$ cat src/rtl/mcs_pkg.sv
package mcs_pkg;

  typedef enum logic [2:0] {
    ST_IDLE,
    ST_ENC_REQ,
    ST_ENC_WAIT,
    ST_RD_WAIT,
    ST_DEC_REQ,
    ST_DEC_WAIT
  } mcs_state_e;

  typedef enum logic [2:0] {
    OP_NONE,
    OP_PLAIN_ST,
    OP_PLAIN_LD,
    OP_CRYPT_ST,
    OP_CRYPT_LD
  } mcs_op_e;

endpackage

$ cat src/rtl/mcs_classify.sv
module mcs_classify
  import mcs_pkg::*;
(
  input  logic    valid,
  input  logic    is_load,
  input  logic    is_store,
  input  logic    crypt,
  input  logic    src_reg,
  output mcs_op_e op
);

  // Loads decrypt on the flag alone; stores need a register-file operand too.
  always_comb begin
    op = OP_NONE;
    if (valid) begin
      if (is_load)       op = crypt ? OP_CRYPT_LD : OP_PLAIN_LD;
      else if (is_store) op = (crypt && src_reg) ? OP_CRYPT_ST : OP_PLAIN_ST;
    end
  end

endmodule

$ cat src/rtl/mcs_lane.sv
module mcs_lane #(
  parameter int WORD_W = 32,
  parameter int BLK_W  = 64,
  localparam int LANES  = BLK_W / WORD_W,
  localparam int LANE_W = (LANES > 1) ? $clog2(LANES) : 1,
  localparam int BPW    = WORD_W / 8,
  localparam int BE_W   = BLK_W / 8
) (
  input  logic [LANE_W-1:0] wr_lane,
  input  logic [WORD_W-1:0] wr_word,
  input  logic [LANE_W-1:0] rd_lane,
  input  logic [BLK_W-1:0]  rd_block,
  output logic [BLK_W-1:0]  wr_block,
  output logic [BE_W-1:0]   wr_be,
  output logic [WORD_W-1:0] rd_word
);

  function automatic logic [WORD_W-1:0] pick_word(input logic [BLK_W-1:0] blk,
                                                  input logic [LANE_W-1:0] ln);
    return blk[ln*WORD_W +: WORD_W];
  endfunction

  for (genvar g = 0; g < LANES; g++) begin : g_lane
    assign wr_block[g*WORD_W +: WORD_W] = wr_word;
    assign wr_be[g*BPW +: BPW]          = {BPW{wr_lane == LANE_W'(g)}};
  end

  assign rd_word = pick_word(rd_block, rd_lane);

endmodule

$ cat src/rtl/mcs_ctrl.sv
module mcs_ctrl
  import mcs_pkg::*;
(
  input  logic       clk,
  input  logic       rst_n,
  input  mcs_op_e    op,
  input  logic       enc_in_ready,
  input  logic       enc_out_valid,
  input  logic       dec_in_ready,
  input  logic       dec_out_valid,
  output mcs_state_e state,
  output logic       capture,
  output logic       rd_capture,
  output logic       enc_req,
  output logic       dec_req,
  output logic       enc_done,
  output logic       dec_done,
  output logic       stall
);

  mcs_state_e state_q, state_d;

  assign state      = state_q;
  assign capture    = (state_q == ST_IDLE) &&
                      (op == OP_CRYPT_ST || op == OP_CRYPT_LD);
  assign rd_capture = (state_q == ST_RD_WAIT);
  assign enc_req    = (state_q == ST_ENC_REQ);
  assign dec_req    = (state_q == ST_DEC_REQ);
  assign enc_done   = (state_q == ST_ENC_WAIT) && enc_out_valid;
  assign dec_done   = (state_q == ST_DEC_WAIT) && dec_out_valid;

  always_comb begin
    state_d = state_q;
    unique case (state_q)
      ST_IDLE: begin
        if (op == OP_CRYPT_ST)      state_d = ST_ENC_REQ;
        else if (op == OP_CRYPT_LD) state_d = ST_RD_WAIT;
      end
      ST_ENC_REQ:  if (enc_in_ready) state_d = ST_ENC_WAIT;
      ST_ENC_WAIT: if (enc_out_valid) state_d = ST_IDLE;
      ST_RD_WAIT:  state_d = ST_DEC_REQ;
      ST_DEC_REQ:  if (dec_in_ready) state_d = ST_DEC_WAIT;
      ST_DEC_WAIT: if (dec_out_valid) state_d = ST_IDLE;
      default:     state_d = ST_IDLE;
    endcase
  end

  // The final cycle of a cipher op releases the stage so it retires once.
  always_comb begin
    unique case (state_q)
      ST_IDLE:     stall = capture;
      ST_ENC_WAIT: stall = !enc_out_valid;
      ST_DEC_WAIT: stall = !dec_out_valid;
      default:     stall = 1'b1;
    endcase
  end

  always_ff @(posedge clk or negedge rst_n) begin
    if (!rst_n) state_q <= ST_IDLE;
    else        state_q <= state_d;
  end

endmodule

$ cat src/rtl/mem_crypt_stage.sv
module mem_crypt_stage
  import mcs_pkg::*;
#(
  parameter int ADDR_W = 32,
  parameter int WORD_W = 32,
  parameter int BLK_W  = 64,
  parameter int KEY_W  = 64,
  localparam int BE_W   = BLK_W / 8,
  localparam int OFF_W  = $clog2(BE_W),
  localparam int LANES  = BLK_W / WORD_W,
  localparam int LANE_W = (LANES > 1) ? $clog2(LANES) : 1,
  localparam int WOFF_W = $clog2(WORD_W / 8)
) (
  input  logic              clk,
  input  logic              rst_n,
  input  logic              req_valid,
  input  logic              req_load,
  input  logic              req_store,
  input  logic              req_crypt,
  input  logic              req_src_reg,
  input  logic [ADDR_W-1:0] req_addr,
  input  logic [WORD_W-1:0] req_wdata,
  input  logic [KEY_W-1:0]  req_key,
  output logic              stall,
  output logic              wb_valid,
  output logic [WORD_W-1:0] wb_data,
  output logic              mem_en,
  output logic              mem_we,
  output logic [ADDR_W-1:0] mem_addr,
  output logic [BE_W-1:0]   mem_be,
  output logic [BLK_W-1:0]  mem_wdata,
  input  logic [BLK_W-1:0]  mem_rdata,
  output logic              enc_in_valid,
  input  logic              enc_in_ready,
  output logic [BLK_W-1:0]  enc_in_block,
  input  logic              enc_out_valid,
  input  logic [BLK_W-1:0]  enc_out_block,
  output logic              dec_in_valid,
  input  logic              dec_in_ready,
  output logic [BLK_W-1:0]  dec_in_block,
  input  logic              dec_out_valid,
  input  logic [BLK_W-1:0]  dec_out_block,
  output logic [KEY_W-1:0]  cipher_key
);

  function automatic logic [ADDR_W-1:0] align_blk(input logic [ADDR_W-1:0] a);
    return {a[ADDR_W-1:OFF_W], OFF_W'(0)};
  endfunction

  function automatic logic [LANE_W-1:0] lane_of(input logic [ADDR_W-1:0] a);
    return a[WOFF_W +: LANE_W];
  endfunction

  function automatic logic [BLK_W-1:0] widen(input logic [WORD_W-1:0] w);
    return {{(BLK_W-WORD_W){1'b0}}, w};
  endfunction

  mcs_op_e    op;
  mcs_state_e state;
  logic       capture, rd_capture, enc_req, dec_req, enc_done, dec_done;

  // named internal events for the checker
  logic ev_plain_rd, ev_enc_done, ev_dec_done;

  logic [KEY_W-1:0]  key_q;
  logic [ADDR_W-1:0] addr_q;
  logic [WORD_W-1:0] word_q;
  logic [BLK_W-1:0]  blk_q;
  logic              plain_pend_q;
  logic [LANE_W-1:0] lane_q;
  logic              cwb_valid_q;
  logic [WORD_W-1:0] cwb_data_q;

  logic [BLK_W-1:0]  lane_block;
  logic [BE_W-1:0]   lane_be;
  logic [WORD_W-1:0] rd_word;

  mcs_classify u_classify (
    .valid    (req_valid),
    .is_load  (req_load),
    .is_store (req_store),
    .crypt    (req_crypt),
    .src_reg  (req_src_reg),
    .op       (op)
  );

  mcs_ctrl u_ctrl (
    .clk           (clk),
    .rst_n         (rst_n),
    .op            (op),
    .enc_in_ready  (enc_in_ready),
    .enc_out_valid (enc_out_valid),
    .dec_in_ready  (dec_in_ready),
    .dec_out_valid (dec_out_valid),
    .state         (state),
    .capture       (capture),
    .rd_capture    (rd_capture),
    .enc_req       (enc_req),
    .dec_req       (dec_req),
    .enc_done      (enc_done),
    .dec_done      (dec_done),
    .stall         (stall)
  );

  mcs_lane #(.WORD_W(WORD_W), .BLK_W(BLK_W)) u_lane (
    .wr_lane  (lane_of(req_addr)),
    .wr_word  (req_wdata),
    .rd_lane  (lane_q),
    .rd_block (mem_rdata),
    .wr_block (lane_block),
    .wr_be    (lane_be),
    .rd_word  (rd_word)
  );

  assign ev_plain_rd = (state == ST_IDLE) && (op == OP_PLAIN_LD);
  assign ev_enc_done = enc_done;
  assign ev_dec_done = dec_done;

  // Memory port steering: plaintext lane access, cipher read, or ciphertext write.
  always_comb begin
    mem_en    = 1'b0;
    mem_we    = 1'b0;
    mem_addr  = align_blk(req_addr);
    mem_be    = lane_be;
    mem_wdata = lane_block;
    if (state == ST_IDLE) begin
      unique case (op)
        OP_PLAIN_ST: begin mem_en = 1'b1; mem_we = 1'b1; end
        OP_PLAIN_LD,
        OP_CRYPT_LD: mem_en = 1'b1;
        default: ;
      endcase
    end else if (enc_done) begin
      mem_en    = 1'b1;
      mem_we    = 1'b1;
      mem_addr  = align_blk(addr_q);
      mem_be    = '1;
      mem_wdata = enc_out_block;
    end
  end

  assign enc_in_valid = enc_req;
  assign enc_in_block = widen(word_q);
  assign dec_in_valid = dec_req;
  assign dec_in_block = blk_q;
  assign cipher_key   = key_q;

  always_ff @(posedge clk or negedge rst_n) begin
    if (!rst_n) begin
      key_q  <= '0;
      addr_q <= '0;
      word_q <= '0;
    end else if (capture) begin
      key_q  <= req_key;
      addr_q <= req_addr;
      word_q <= req_wdata;
    end
  end

  always_ff @(posedge clk or negedge rst_n) begin
    if (!rst_n)          blk_q <= '0;
    else if (rd_capture) blk_q <= mem_rdata;
  end

  always_ff @(posedge clk or negedge rst_n) begin
    if (!rst_n) begin
      plain_pend_q <= 1'b0;
      lane_q       <= '0;
      cwb_valid_q  <= 1'b0;
      cwb_data_q   <= '0;
    end else begin
      plain_pend_q <= ev_plain_rd;
      if (ev_plain_rd) lane_q <= lane_of(req_addr);
      cwb_valid_q  <= dec_done;
      if (dec_done) cwb_data_q <= dec_out_block[WORD_W-1:0];
    end
  end

  assign wb_valid = plain_pend_q | cwb_valid_q;
  assign wb_data  = plain_pend_q ? rd_word : cwb_data_q;

  logic _unused_bits;
  assign _unused_bits = &{1'b0, req_addr[WOFF_W-1:0], dec_out_block[BLK_W-1:WORD_W]};

endmodule

$ cat config.mk
export PLATFORM = sky130hd
export DESIGN_NAME = mem_crypt_stage
export DESIGN_NICKNAME = d
export VERILOG_FILES = /design/src/rtl/mcs_pkg.sv /design/src/rtl/mcs_classify.sv /design/src/rtl/mcs_lane.sv /design/src/rtl/mcs_ctrl.sv /design/src/rtl/mem_crypt_stage.sv
export SDC_FILE = /design/constraint.sdc
export NUM_CORES = 1
export LEC_CHECK = 0
export ABC_CLOCK_PERIOD_IN_PS = 1700
export BUFFER_PORTS_ARGS = -buffer_cell sky130_fd_sc_hd__buf_2
export CAP_MARGIN = 10
export CORE_AREA = 2 2 260 262
export DETAILED_ROUTE_END_ITERATION = 8
export DIE_AREA = 0 0 262 264
export HOLD_SLACK_MARGIN = 0.1
export SLEW_MARGIN = 20
export SYNTH_ARGS = -nofsm -noshare
export SYNTH_HDL_FRONTEND = slang
export SYNTH_SLANG_ARGS = --single-unit
export TNS_END_PERCENT = 30
$ cat constraint.sdc
create_clock -name clk -period 1.7 [get_ports clk]
set_clock_uncertainty 0.15 [all_clocks]
set_input_delay 0 -clock clk [delete_from_list [all_inputs] [get_ports clk]]
set_output_delay 0 -clock clk [all_outputs]
set_load 0.005 [all_outputs]
==> metrics.txt <==
initial antenna violation count 14; total gr overflow 0; vias in the first global route 12,190; Layout area overhead 105.3%; first-pass GRT wire length 73.72 mm; Place WS -0.1090 ns; RR Endpoint word_q[30]$_DFFE_PN0P_; Final Routed Wirelength 52.69 mm; maximum fanout along the worst path 7; number of synthesized register bits 227; synthesized instance count 925; most frequent cells in the layout buf_2 (570), dlygate4sd3_1 (422), dfrtp_1 (225), mux2_2 (172), nand2_1 (148); Final HPWL DP 32.19 mm; Hold Path Class in -> out; die width 262 um; Avg WL per Cell 18.12 um; crit path max-delay cell type dfrtp_1; Min-Delay Startpoint enc_out_block[25]; std cell rows 95; Worst path top cell family by delay buffers and inverters; htree depth 1; status complete, but fails checks; net switching share of the total power 33.73%; RSZ-0062 raised after global routing yes; GP Congestion 0.8518; Sequential Area 5683 um2; Hold Path Cell Cnt 4; total global-route track usage 14.06%; Antenna Violating Nets Remaining 0; Synth cell types 32; CTS tree done; hold path endpoint mem_wdata[25]; Top Ports 665; Via Count 11,440; Hold Vio Cnt, Final 0; Nets 2,337; Post-Syn Area 10,560 um2; Slew headroom 63.60%; clk buf depth 3; Worst Max-Slew Pin Slew 0.5460 ns; # Max-Cap Violations 0; Clock transition at path regs 0.07 ns; R2R Path Start u_ctrl.state[2]$_DFFE_PN0P_; startpoint kind of the worst setup timing path flop; I/O Buffers 595; Core Box Area 66,560 um2; Setup WS post-layout -0.6001 ns; Leak 10.51 nW; Num CTS Buffers 28; 1st-iter DRT viols 472; Max Clk Rate 434.8 MHz; worst skew pair latency 0.57 ns; Flop pwr share 32.6%; Max VDD drop 0.0009632 V; P_int 0.01950 W; Slew Viols, Final 0; clock root buffer clkbuf_16; Critical Path AT 2.15 ns; Clock Power Share 22.5%; Setup crit end kind primary output; cells along the critical path buf_6 -> buf_6 -> nand4bb_4 -> buf_12 -> buf_12 -> buf_8 -> nand2_4 -> nand2_2 -> buf_6; Reg2Reg Depth 6; Seq/Total Area, Yosys 53.80%; 1st-pass router iterations 5; routed vias/inst 3.932; crit-path max cell delay 0.40 ns; die height 264 um; fin crit share 135.3%; violations in the final reports setup timing; R2R Setup Slk -0.29 ns; Syn Area/Cell 11.41 um2; area occupied by multi-input gates 5107 um2; drt drc 0; setup TNS -107.19 ns; filler cell count 6,527; Comb pwr share 44.8%; yosys warns 0; CP Buf/Inv Count 6; layout cells sized above 1 52.17%; Die ar. 69,170 um2; P_sw 0.009921 W; most used cell, CP buf_6; endpoints failing setup 349; largest net degree at the start of global routing 51; CP required 1.55 ns; Power Density 1357 nW/um2; commonest non-fill, non-tap cell in the layout buf_2; WS Path Type reg -> out; starting density of the core 15.86%; clock sink total 227; min cycle time layout 2.300 ns
[what timing repair did]
action	CTS	global route
hold buffers	422	0
gates cloned	9	6
gates resized for setup	102	155
pin swaps	58	46
endpoints found under the hold margin	454	0
setup buffers	24	4
setup endpoints to repair	356	358
[flip-flops by register name, indices dropped and copies added (netlist names)]
register,count
cwb_data_q,32
word_q,32
plain_pend_q,1
cipher_key,64
dec_in_block,64
addr_q,29
u_ctrl.state,3
cwb_valid_q,1
lane_q,1
[per-layer routing]
layer	wire, um	vias to the layer above	share of wire [%]	track usage (%)
met5	96	-	0.18	0
met4	2120	14	4.0	5.299
met3	3577	114	6.8	3.166
met2	26970	508	51	26.11
met1	19920	5589	38	15.36
li1	-	5210	-	-
[worst min-delay path, stage by stage]
cell     delay, ns
buf_2         0.07
nand2_1       0.04
nand2_1       0.05
buf_2         0.10
[kinds of logic (layout without fill, tap and decap cells)]
logic type	count (synthesis)	in the layout	share of synthesized area [%]
muxes	255	255	26.82
AOI/OAI and AO/OA	42	42	2.110
DFF	227	227	53.80
buffers and inverters	96	1165	5.665
and+or+nand+nor	304	304	11.57
other	1	42	0.03552
[worst max-delay path by stage]
stage / start / slack, ns / cells past startpoint / end
2_1_floorplan: u_ctrl.state[1]$_DFFE_PN0P_ / -0.05 / 5 / addr_q[10]$_DFFE_PN0P_
3_3_place_gp: u_ctrl.state[2]$_DFFE_PN0P_ / -0.11 / 5 / dec_in_block[41]$_DFFE_PN0N_
3_5_place_dp: u_ctrl.state[2]$_DFFE_PN0P_ / -0.11 / 5 / dec_in_block[46]$_DFFE_PN0N_
4_1_cts: u_ctrl.state[2]$_DFFE_PN0P_ / -0.65 / 9 / mem_wdata[44]
5_1_grt: u_ctrl.state[0]$_DFFE_PN0P_ / -0.69 / 9 / mem_wdata[22]
6_report: u_ctrl.state[2]$_DFFE_PN0P_ / -0.60 / 9 / mem_wdata[7]
[power groups by stage]
| stage | registers [W] | clock network, W | logic (W) |
|---|---|---|---|
| CTS | 0.00948 | 0.00683 | 0.0122 |
| global route | 0.00992 | 0.00701 | 0.0142 |
| floorplan | 0.00951 | 0 | 0.00471 |
| global placement | 0.00938 | 0 | 0.00995 |
| finish | 0.00960 | 0.00663 | 0.0132 |
| detailed placement | 0.00947 | 0 | 0.0100 |
[metrics by stage]
stage,area [um2],instances,utilization [%],hold slack (ns),total power (W)
2_1_floorplan,10710,959,-,-0.4456,0.01422
3_3_place_gp,14920,2392,22.41,-0.1608,0.01932
3_5_place_dp,14920,2392,22.41,-0.1605,0.01952
4_1_cts,21010,2897,31.56,0.1025,0.02850
5_1_grt,21680,2908,32.57,0.1144,0.03110
6_report,21680,2908,32.57,0.1099,0.02942
[area by class of cell]
cell class / instances / area share (%)
repair buffers: 1112 / 40.43
well taps: 873 / 5.038
multi-input cells: 636 / 23.56
diodes: 7 / 0.08080
inverters: 1 / 0.01731
flip-flops and latches: 227 / 26.21
clock inverters: 17 / 1.068
clock buffers: 35 / 3.590
[Yosys cell counts]
library cell  instances  area [um2]
nand3_2               1       10.01
conb_1                1       3.750
nor2_2                1       6.260
dfrtp_1             227        5680
o21ai_0               3       15.01
and4bb_2              1       12.51
buf_2                28       140.1
nand2_1             252       945.9
mux2_2              172        1937
nor3b_1               1       7.510
nor3_1                1       5.000
mux2i_1              32       320.3
clkbuf_1             17       63.81
a211oi_1              1       7.510
nor4b_4               1       23.77
nand4bb_1             1       11.26
nand2b_1              3       18.77
nor2_1               34       127.6
or2_2                 1       6.260
mux2_1               51       574.3
a21oi_1              35       175.2
a221oi_1              1       8.760
inv_1                 1       3.750
nand3_1               2       10.01
nand3b_1              2       15.01
a21o_1                1       7.510
nor2b_1               2       12.51
buf_6                 5       56.30
buf_4                44       330.3
nand4b_1              1       8.760
a311oi_1              1       8.760
buf_1                 1       3.750
(Power assumes the default switching activity.)
